**config.mk**
```make
export PLATFORM = sky130hd
export DESIGN_NAME = lut_pattern_seq
export DESIGN_NICKNAME = d
export VERILOG_FILES = /design/src/rtl/lps_pkg.sv /design/src/rtl/lps_lut.sv /design/src/rtl/lps_window.sv /design/src/rtl/lps_dwell.sv /design/src/rtl/lut_pattern_seq.sv
export SDC_FILE = /design/constraint.sdc
export NUM_CORES = 1
export LEC_CHECK = 0
export BUFFER_PORTS_ARGS = -buffer_cell sky130_fd_sc_hd__buf_4
export CAP_MARGIN = 20
export CORE_ASPECT_RATIO = 0.8
export CORE_UTILIZATION = 35
export CTS_CLUSTER_DIAMETER = 120
export DETAILED_ROUTE_END_ITERATION = 10
export PLACE_DENSITY = 0.51
export SYNTH_ARGS = -nofsm -noshare
export SYNTH_HDL_FRONTEND = slang
export SYNTH_HIERARCHICAL = 1
export SYNTH_SLANG_ARGS = --single-unit
```
**constraint.sdc**
```tcl
create_clock -name clk -period 15.9 [get_ports clk]
set_input_delay 1.59 -clock clk [delete_from_list [all_inputs] [get_ports clk]]
set_output_delay 1.59 -clock clk [all_outputs]
set_load 0.1 [all_outputs]
```
**src/rtl/lps_pkg.sv**
```systemverilog
package lps_pkg;

    // Playback direction relative to the pattern order.
    typedef enum logic {
        DIR_OUT  = 1'b0,   // toward the last entry
        DIR_BACK = 1'b1    // toward the first entry (ping-pong return)
    } dir_e;

    // Mode bits of the sequencer.
    typedef struct packed {
        logic reverse;
        logic oneshot;
        logic pingpong;
        logic pause_lo;
        logic pause_hi;
    } mode_t;

    // What happens when a hold expires.
    typedef enum logic [2:0] {
        ACT_STEP_OUT,
        ACT_STEP_BACK,
        ACT_WRAP,
        ACT_TURN,
        ACT_FINISH
    } act_e;

endpackage

```
**src/rtl/lps_lut.sv**
```systemverilog
module lps_lut #(
    parameter int DEPTH  = 16,
    parameter int IDX_W  = 4,
    parameter int DUTY_W = 9
) (
    input  logic              clk,
    input  logic              rst,
    input  logic              we,
    input  logic [IDX_W-1:0]  waddr,
    input  logic [DUTY_W-1:0] wdata,
    input  logic [IDX_W-1:0]  raddr,
    output logic [DUTY_W-1:0] rdata
);
    logic [DUTY_W-1:0] mem_q [DEPTH];

    for (genvar g = 0; g < DEPTH; g++) begin : g_entry
        always_ff @(posedge clk) begin
            if (rst) begin
                mem_q[g] <= '0;
            end else if (we && (waddr == IDX_W'(g))) begin
                mem_q[g] <= wdata;
            end
        end
    end

    assign rdata = mem_q[raddr];
endmodule

```
**src/rtl/lps_window.sv**
```systemverilog
module lps_window #(
    parameter int DEPTH = 16,
    parameter int IDX_W = 4
) (
    input  logic [IDX_W-1:0] lo_idx,
    input  logic [IDX_W-1:0] hi_idx,
    input  logic             reverse,
    output logic [IDX_W-1:0] first_idx,
    output logic [IDX_W-1:0] last_idx
);
    localparam logic [IDX_W-1:0] TOP_IDX = IDX_W'(DEPTH - 1);

    logic [IDX_W-1:0] low_eff, high_eff;

    always_comb begin
        if (lo_idx == hi_idx) begin
            low_eff  = '0;
            high_eff = TOP_IDX;
        end else begin
            low_eff  = lo_idx;
            high_eff = hi_idx;
        end
        first_idx = reverse ? high_eff : low_eff;
        last_idx  = reverse ? low_eff  : high_eff;
    end
endmodule

```
**src/rtl/lps_dwell.sv**
```systemverilog
module lps_dwell #(
    parameter int IDX_W  = 4,
    parameter int DUR_W  = 9,
    parameter int MULT_W = 8
) (
    input  logic              clk,
    input  logic              rst,
    input  logic              restart,
    input  logic              run,
    input  logic              tick,
    input  logic [IDX_W-1:0]  pos,
    input  logic [IDX_W-1:0]  first_idx,
    input  logic [IDX_W-1:0]  last_idx,
    input  logic              pause_lo,
    input  logic              pause_hi,
    input  logic [DUR_W-1:0]  step_dur,
    input  logic [MULT_W-1:0] lo_mult,
    input  logic [MULT_W-1:0] hi_mult,
    output logic              step_done
);
    localparam int LEN_W = DUR_W + MULT_W;

    logic [LEN_W-1:0]  base_len, hold_len, cnt_q;
    logic [MULT_W-1:0] mult_sel;
    logic              stretched;

    always_comb begin
        base_len  = (step_dur == '0) ? LEN_W'(1) : LEN_W'(step_dur);
        stretched = 1'b1;
        if (pause_lo && (pos == first_idx)) begin
            mult_sel = lo_mult;
        end else if (pause_hi && (pos == last_idx)) begin
            mult_sel = hi_mult;
        end else begin
            mult_sel  = '0;
            stretched = 1'b0;
        end
        if (stretched && (mult_sel != '0)) begin
            hold_len = base_len * LEN_W'(mult_sel);
        end else begin
            hold_len = base_len;
        end
    end

    // Compare with >= so a hold shortened mid-way still ends.
    assign step_done = run && tick && ((cnt_q + LEN_W'(1)) >= hold_len);

    always_ff @(posedge clk) begin
        if (rst || restart || step_done) begin
            cnt_q <= '0;
        end else if (run && tick) begin
            cnt_q <= cnt_q + LEN_W'(1);
        end
    end
endmodule

```
**src/rtl/lut_pattern_seq.sv**
```systemverilog
module lut_pattern_seq #(
    parameter int DEPTH  = 16,
    parameter int DUTY_W = 9,
    parameter int DUR_W  = 9,
    parameter int MULT_W = 8,
    localparam int IDX_W = $clog2(DEPTH)
) (
    input  logic              clk,
    input  logic              rst,
    input  logic              lut_we,
    input  logic [IDX_W-1:0]  lut_waddr,
    input  logic [DUTY_W-1:0] lut_wdata,
    input  logic [IDX_W-1:0]  cfg_lo_idx,
    input  logic [IDX_W-1:0]  cfg_hi_idx,
    input  logic [DUR_W-1:0]  cfg_step_dur,
    input  logic [MULT_W-1:0] cfg_lo_mult,
    input  logic [MULT_W-1:0] cfg_hi_mult,
    input  logic              cfg_reverse,
    input  logic              cfg_oneshot,
    input  logic              cfg_pingpong,
    input  logic              cfg_pause_lo_en,
    input  logic              cfg_pause_hi_en,
    input  logic              start,
    input  logic              stop,
    input  logic              ms_tick,
    output logic [DUTY_W-1:0] duty_out,
    output logic              busy
);
    import lps_pkg::*;

    mode_t            mode;
    logic [IDX_W-1:0] pos_q, first_idx, last_idx, pos_out, pos_back;
    dir_e             dir_q;
    logic             busy_q, step_done, go;
    act_e             act;

    assign mode = '{reverse:  cfg_reverse,  oneshot:  cfg_oneshot,
                    pingpong: cfg_pingpong, pause_lo: cfg_pause_lo_en,
                    pause_hi: cfg_pause_hi_en};
    assign go = start && !stop;

    lps_lut #(.DEPTH(DEPTH), .IDX_W(IDX_W), .DUTY_W(DUTY_W)) lut_i (
        .clk(clk), .rst(rst), .we(lut_we), .waddr(lut_waddr),
        .wdata(lut_wdata), .raddr(pos_q), .rdata(duty_out)
    );

    lps_window #(.DEPTH(DEPTH), .IDX_W(IDX_W)) win_i (
        .lo_idx(cfg_lo_idx), .hi_idx(cfg_hi_idx), .reverse(mode.reverse),
        .first_idx(first_idx), .last_idx(last_idx)
    );

    lps_dwell #(.IDX_W(IDX_W), .DUR_W(DUR_W), .MULT_W(MULT_W)) dwell_i (
        .clk(clk), .rst(rst), .restart(go || stop), .run(busy_q),
        .tick(ms_tick), .pos(pos_q), .first_idx(first_idx),
        .last_idx(last_idx), .pause_lo(mode.pause_lo),
        .pause_hi(mode.pause_hi), .step_dur(cfg_step_dur),
        .lo_mult(cfg_lo_mult), .hi_mult(cfg_hi_mult), .step_done(step_done)
    );

    // Neighbour indices in pattern order.
    assign pos_out  = mode.reverse ? pos_q - IDX_W'(1) : pos_q + IDX_W'(1);
    assign pos_back = mode.reverse ? pos_q + IDX_W'(1) : pos_q - IDX_W'(1);

    always_comb begin
        if (dir_q == DIR_OUT) begin
            if (pos_q != last_idx)   act = ACT_STEP_OUT;
            else if (mode.pingpong)  act = ACT_TURN;
            else if (mode.oneshot)   act = ACT_FINISH;
            else                     act = ACT_WRAP;
        end else begin
            if (pos_q != first_idx)  act = ACT_STEP_BACK;
            else if (mode.oneshot)   act = ACT_FINISH;
            else                     act = ACT_TURN;
        end
    end

    always_ff @(posedge clk) begin
        if (rst) begin
            pos_q  <= '0;
            dir_q  <= DIR_OUT;
            busy_q <= 1'b0;
        end else if (stop) begin
            busy_q <= 1'b0;
        end else if (go) begin
            pos_q  <= first_idx;
            dir_q  <= DIR_OUT;
            busy_q <= 1'b1;
        end else if (step_done) begin
            unique case (act)
                ACT_STEP_OUT:  pos_q <= pos_out;
                ACT_STEP_BACK: pos_q <= pos_back;
                ACT_WRAP:      pos_q <= first_idx;
                ACT_TURN: begin
                    if (dir_q == DIR_OUT) begin
                        pos_q <= pos_back;
                        dir_q <= DIR_BACK;
                    end else begin
                        pos_q <= pos_out;
                        dir_q <= DIR_OUT;
                    end
                end
                ACT_FINISH:    busy_q <= 1'b0;
                default:       busy_q <= 1'b0;
            endcase
        end
    end

    assign busy = busy_q;
endmodule

```
Word-level counts from Yosys, hierarchy flattened
Memories as Yosys holds them, arrays and structs flattened. A register that Yosys moved wholly into a read port is not among the register bits.
Cells that the tools add are included.

storage, ports and cells
  bits in registers = 23
  RAM bits = 144
  bits of input ports = 57
  output and inout bits = 10
  memories kept = 1

memories
  memory       depth  bits a word  read ports  clocked after Yosys merged registers in  write ports  RTL line       source
  lut_i.mem_q  16     9            1           1                                        16           lps_lut.sv:14  logic [DUTY_W-1:0] mem_q [DEPTH];

operators by class
  $add $sub $neg = 3
  $mul = 1
  order comparisons = 1
  equality and inequality tests = 24
  muxes and demuxes = 97
  bitwise gates (word level) = 17
  reduce and logical (&&, ||, !) cells = 38

operators by type and width
  cell                   number
  $mux 9                 17
  $mux 1                 59
  $mux 4                 11
  $eq 4x4->1 const B     8
  $logic_and 1x1->1      22
  $mux 3                 6
  $add 17x1->17 const B  1
  $ge 17x17->1           1
  $mul 17x8->17          1
  $mux 17                1
  $eq 4x3->1 const B     4
  $mux 8                 2
  $or 1x1->1             16
  $pmux 4 s4             1
  $eq 4x4->1             3
  $logic_not 9->1        1
  $eq 4x2->1 const B     2
  $ne 4x4->1             2
  $reduce_bool 8->1      1
  $eq 3x2->1 const B     2
  $reduce_and 3->1       2
  $reduce_bool 5->1      1
  $add 4x1->4 const B    1
  $eq 4x1->1 const B     1
  other kinds (12)       15

Longest topological paths before layout
  depth after elaboration = 16
  gate-level depth with buffers = 36

By module
Netlist, hierarchy kept.

by module, submodules not included
  module           instances  cells each  area each (um^2)
  lps_lut          1          425         6,626.4
  lps_dwell        1          484         4,177.8
  lut_pattern_seq  1          101         894.6
  lps_window       1          29          250.2

Worst setup path before layout
Ideal clock, no wire load.

  path kind = input to register
  from = in cfg_hi_idx[1]
  to = reg pos_q[2]
  library setup time = 120 ps
  data arrival time = 9,697 ps
  setup slack = 6,083 ps
  stages = 35
  cell sequence = xor2_1 > o41ai_4 > o22ai_1 > xor2_1 > nor3_1 > nand3_1 > nor2_2 > a22oi_2 > or2_2 > fa_1 > fa_1 > inv_1 > fa_1 > inv_1 > fa_1 > inv_1 > ha_1 > nand3_1 > o211ai_1 > o41ai_1 > o211ai_1 > xor2_1 > nand2_1 > ha_1 > nand4_1 > or2_2 > nor3b_2 > nor2_1 > a21oi_1 > nor2_1 > nor2_1 > o41ai_4 > a31oi_2 > nor3b_1 > a211o_1

between the ends
  word-level cells in the longest chain between the ends = 14
  elaborated cells on any way between the ends = 34

RTL lines
  what                                                                   RTL line               source
  start, declared                                                        lut_pattern_seq.sv:14  input logic [IDX_W-1:0] cfg_hi_idx,
  $eq 4x4->1 *                                                           lps_window.sv:16       if (lo_idx == hi_idx) begin
  $mux 4                                                                 lps_window.sv:16
  $mux 4 *                                                               lps_window.sv:24       last_idx = reverse ? low_eff : high_eff;
  named net last_idx[2]                                                  lut_pattern_seq.sv:32  logic [IDX_W-1:0] pos_q, first_idx, last_idx, pos_out, pos_back;
  $eq 4x4->1 *                                                           lps_dwell.sv:32        end else if (pause_hi && (pos == last_idx)) begin
  $logic_and 1x1->1 *                                                    lps_dwell.sv:32
  parallel branches: the longest is 4 deep, another holds $mul 17x8->17  n/a
  $mux 17 *                                                              lps_dwell.sv:38        if (stretched && (mult_sel != '0)) begin
  $ge 17x17->1 *                                                         lps_dwell.sv:46        assign step_done = run && tick && ((cnt_q + LEN_W'(1)) >= hold_len);
  $logic_and 1x1->1 *                                                    lps_dwell.sv:46
  named net step_done                                                    lut_pattern_seq.sv:34  logic busy_q, step_done, go;
  $reduce_bool 2->1 (no source line) *                                   n/a
  $reduce_and 3->1 (no source line) *                                    n/a
  end signal, assigned                                                   lut_pattern_seq.sv:85  pos_q <= first_idx;
  end signal, assigned                                                   lut_pattern_seq.sv:90  ACT_STEP_OUT: pos_q <= pos_out;
  end signal, assigned                                                   lut_pattern_seq.sv:91  ACT_STEP_BACK: pos_q <= pos_back;
  end, declared                                                          lut_pattern_seq.sv:32

Mark *: on every way through the listed nets, which the timed path passes. The select of a mux whose other input is x is not followed.
A chain may end at the register's enable or synchronous reset.

Worst setup path in the final report
  from = in cfg_hi_idx[1]
  to = reg pos_q[2]

between the ends
  elaborated cells on any way between the ends = 34

RTL lines
  what                                                                   RTL line               source
  $eq 4x4->1                                                             lps_window.sv:16
  $mux 4                                                                 lps_window.sv:16
  $mux 4 *                                                               lps_window.sv:23       first_idx = reverse ? high_eff : low_eff;
  named net first_idx[1]                                                 lut_pattern_seq.sv:32
  $eq 4x4->1 *                                                           lps_dwell.sv:30        if (pause_lo && (pos == first_idx)) begin
  $logic_and 1x1->1 *                                                    lps_dwell.sv:30
  parallel branches: the longest is 3 deep, another holds $mul 17x8->17  n/a
  $mux 17 *                                                              lps_dwell.sv:38
  $ge 17x17->1 *                                                         lps_dwell.sv:46
  $logic_and 1x1->1 *                                                    lps_dwell.sv:46
  named net step_done                                                    lut_pattern_seq.sv:34
  $reduce_bool 2->1 (no source line) *                                   n/a
  $reduce_and 3->1 (no source line) *                                    n/a

Marks and branches as above.

==> flow_metrics.env <==
export IMPL_ys_seq_area_frac=0.400
export IMPL_num_antenna_cells=0
export IMPL_cts_root_buf="clkbuf_16"
export IMPL_hold_class="reg -> reg"
export IMPL_tritoncts="done"
export IMPL_coreArea_um2=33600
export IMPL_cp_end_kind="flip-flop"
export IMPL_port_buffers=66
export IMPL_clkTransAtPathRegs_ps=60
export IMPL_synth_ff_type="edfxtp_1"
export IMPL_rows=60
export IMPL_yosys_warnings=6
export IMPL_startpoint_type="input pin"
export IMPL_wl_per_cell_um=19.0
export IMPL_postRouteAntennaNets=0
export IMPL_cts_buffers=17
export IMPL_syn_area_per_cell_um2=11.5
export IMPL_grt_pass1_wl_mm=46.0
export IMPL_regToRegEndpoint="pos_q[2]"
export IMPL_finalHoldViolCount=0
export IMPL_firstDrtPassIters=5
export IMPL_drtIter0Drc=551
export IMPL_remaining_drc_errors=0
export IMPL_via_per_inst=5.21
export IMPL_cts_setup_buffers=0
export IMPL_antenna_found_initial=1
export IMPL_finClkSkew_ps=7.10
export IMPL_yosys_cell_types_count=83
export IMPL_rrSetupSlack_ps=6410
export IMPL_worstHoldStart="dwell_i/cnt_q[16]"
export IMPL_ir_drop_v=0.0000652
export IMPL_slowest_delay_ps=880
export IMPL_final_max_slew_viol_count=0
export IMPL_grt_pass1_vias=7915
export IMPL_required_ps=16230
export IMPL_synth_edf_count=144
export IMPL_cp_arrival_ps=11280
export IMPL_timing_slew_headroom=0.255
export IMPL_finalPower_mw=1.19
export IMPL_tns_ps=0
export IMPL_wl_mm=29.0
export IMPL_crit_reg2reg_launch="pos_q[3]"
export IMPL_cts_htree_levels=4
export IMPL_cts_resized=0
export IMPL_syn_inst=1039
export IMPL_hold_path_depth=1
export IMPL_initial_core_util=0.355
export IMPL_place_hpwl_mm=20.6
export IMPL_power_per_cell_area_nw_per_um2=89.3
export IMPL_finalCriticalPeriod_ps=10950
export IMPL_ios=67
export IMPL_cts_buffer_depth=2
export IMPL_grt_setup_unrepaired="no"
export IMPL_clock_latency_ps=430
export IMPL_async_flop_share=0
export IMPL_cpMostUsedCell="fa_1"
export IMPL_vias=7959
export IMPL_drive_above_1_share=0.169
export IMPL_die_area_um2=34900
export IMPL_grt_use_total=0.173
export IMPL_p_leak_nw=5.23
export IMPL_dp_slack_ps=4530
export IMPL_critPathKind="in -> reg"
export IMPL_setup_viol_count_final=0
export IMPL_die_x_um=209
export IMPL_status="complete, no violations"
export IMPL_grt_ovfl_total=0
export IMPL_layout_setup_ws_ps=4950
export IMPL_fin_crit_sh=0.689
export IMPL_die_height_um=167
export IMPL_r2r_cells=31
export IMPL_place_congestion=0.784
export IMPL_synth_area_um2=11900
export IMPL_fin_nets=1237
export IMPL_ys_seq_elements=167
export IMPL_critPathSlowestCell="nor4_4"
export IMPL_syn2layout_area_growth_pct=11.6
export IMPL_fmax_mhz=91.3
export IMPL_hold_buffers=0
export IMPL_crit_path_max_fanout=14
export IMPL_drv_cap=0
export IMPL_grt_max_degree=43
export IMPL_holdPathEnd="dwell_i/cnt_q[16]"
export IMPL_numClockSinks=167
export IMPL_synth_nets=1195
export IMPL_worstMarginPinSlew_ps=1110
-- final cells by class --
cell class / count / area [um^2]
Timing Repair Buffer: 71 / 533
Clock buffer: 19 / 433
Tap cell: 434 / 543
Sequential cell: 167 / 4790
Fill cell: 3292 / 20300
Clock inverter: 13 / 144
Multi-Input combinational cell: 750 / 6620
Inverter: 74 / 278
-- worst max-delay path by stage --
stage | startpoint | to | slack (ps) | depth (start not counted)
after detailed placement | cfg_hi_idx[1] | pos_q[2] | 4530 | 35
final | cfg_hi_idx[1] | pos_q[2] | 4950 | 35
after CTS | cfg_hi_idx[1] | pos_q[2] | 4970 | 35
after global routing | cfg_hi_idx[1] | pos_q[2] | 4030 | 35
after floorplan | cfg_hi_idx[1] | pos_q[2] | 6080 | 35
after global placement | cfg_hi_idx[3] | pos_q[2] | 4820 | 35
-- cell usage after synthesis, types with 6 or more instances --
cell type	instances	area, um^2
nor3_1	6	30.0
buf_6	6	67.6
xor2_1	23	201
a21oi_1	22	110
or2_2	6	37.5
a22oi_2	6	75.1
fa_1	42	841
edfxtp_1	144	4320
a22oi_1	20	150
o41ai_1	6	52.6
clkbuf_1	22	82.6
nor4_1	8	50.1
o21ai_0	8	40.0
xnor2_1	30	263
and3_1	7	43.8
inv_1	74	278
mux2i_1	17	170
nand2b_1	11	68.8
and2_1	156	976
a41oi_1	10	87.6
nand2_1	43	161
buf_1	8	30.0
o21bai_1	17	128
mux4_2	36	811
a22o_1	9	78.8
nand3_1	17	85.1
a211oi_1	6	45.0
dfxtp_1	23	460
ha_1	57	713
nor2b_1	47	294
nand4_1	7	43.8
nor2_2	6	37.5
nor2_1	50	188
-- layout by cell type, fill, tap and decap left out, drive strengths merged, types with 8 or more instances in the layout --
cell,Yosys,layout
inv,74,79
fa,42,42
nand2b,12,12
nand2,43,43
o21ai,9,9
clkbuf,27,19
a22o,14,14
nand4,8,8
mux2i,17,17
xnor2,34,34
o41ai,9,9
edfxtp,144,144
buf,21,71
nor2,56,56
and2,156,156
nor2b,47,47
nor4,9,9
dfxtp,23,23
a22oi,26,26
a41oi,10,10
nand3,17,17
ha,57,57
a21oi,23,23
xor2,23,23
o21bai,17,17
mux4,36,36
and3,8,8
-- cell families (layout without fill, tap and decap cells) --
family / after synthesis / count (layout) / share of synthesized area
simple gates: 386 / 386 / 0.188
flops: 167 / 167 / 0.400
compound gates: 154 / 154 / 0.106
buf+inv: 122 / 177 / 0.0457
fa+ha+maj: 99 / 99 / 0.130
xor+xnor: 57 / 57 / 0.0471
mux: 54 / 54 / 0.0830
-- flip-flops by register name, summed over array words and instances, names as in the netlist --
signal and cells:
pos_q 4, lut_i/mem_q 144, dwell_i/cnt_q 17, busy 1, dir_q 1
-- through the flow --
stage	area, um^2	utilization	std cells	hold WS (ps)
2_1_floorplan	11900	-	1039	449
3_3_place_gp	12700	0.379	1493	466
3_5_place_dp	12700	0.379	1493	473
4_1_cts	13300	0.396	1525	489
5_1_grt	13300	0.397	1528	499
6_report	13300	0.397	1528	485
-- critical path, delay by kind of cell --
kind,cells,cell delay (ps)
xor gates and xnor gates,3,790
and+or+nand+nor,12,2840
muxes,1,390
AOI/OAI and AO/OA,9,2680
adders and majority gates,6,2700
buffers and inverters,4,280
-- layer usage --
layer | wire length [um] | track usage | vias to the layer above
li1 | - | - | 3816
met1 | 14700 | 0.258 | 3963
met2 | 12800 | 0.258 | 161
met3 | 1170 | 0.0264 | 19
met4 | 359 | 0.0486 | 0
met5 | 0 | 0 | -
-- power breakdown --
group	switching (mW)	internal (mW)	total, mW
registers	0.0120	0.499	0.511
logic	0.173	0.0935	0.266
clock network	0.181	0.234	0.414
total	0.366	0.826	1.19
(Power assumes the default switching activity.)
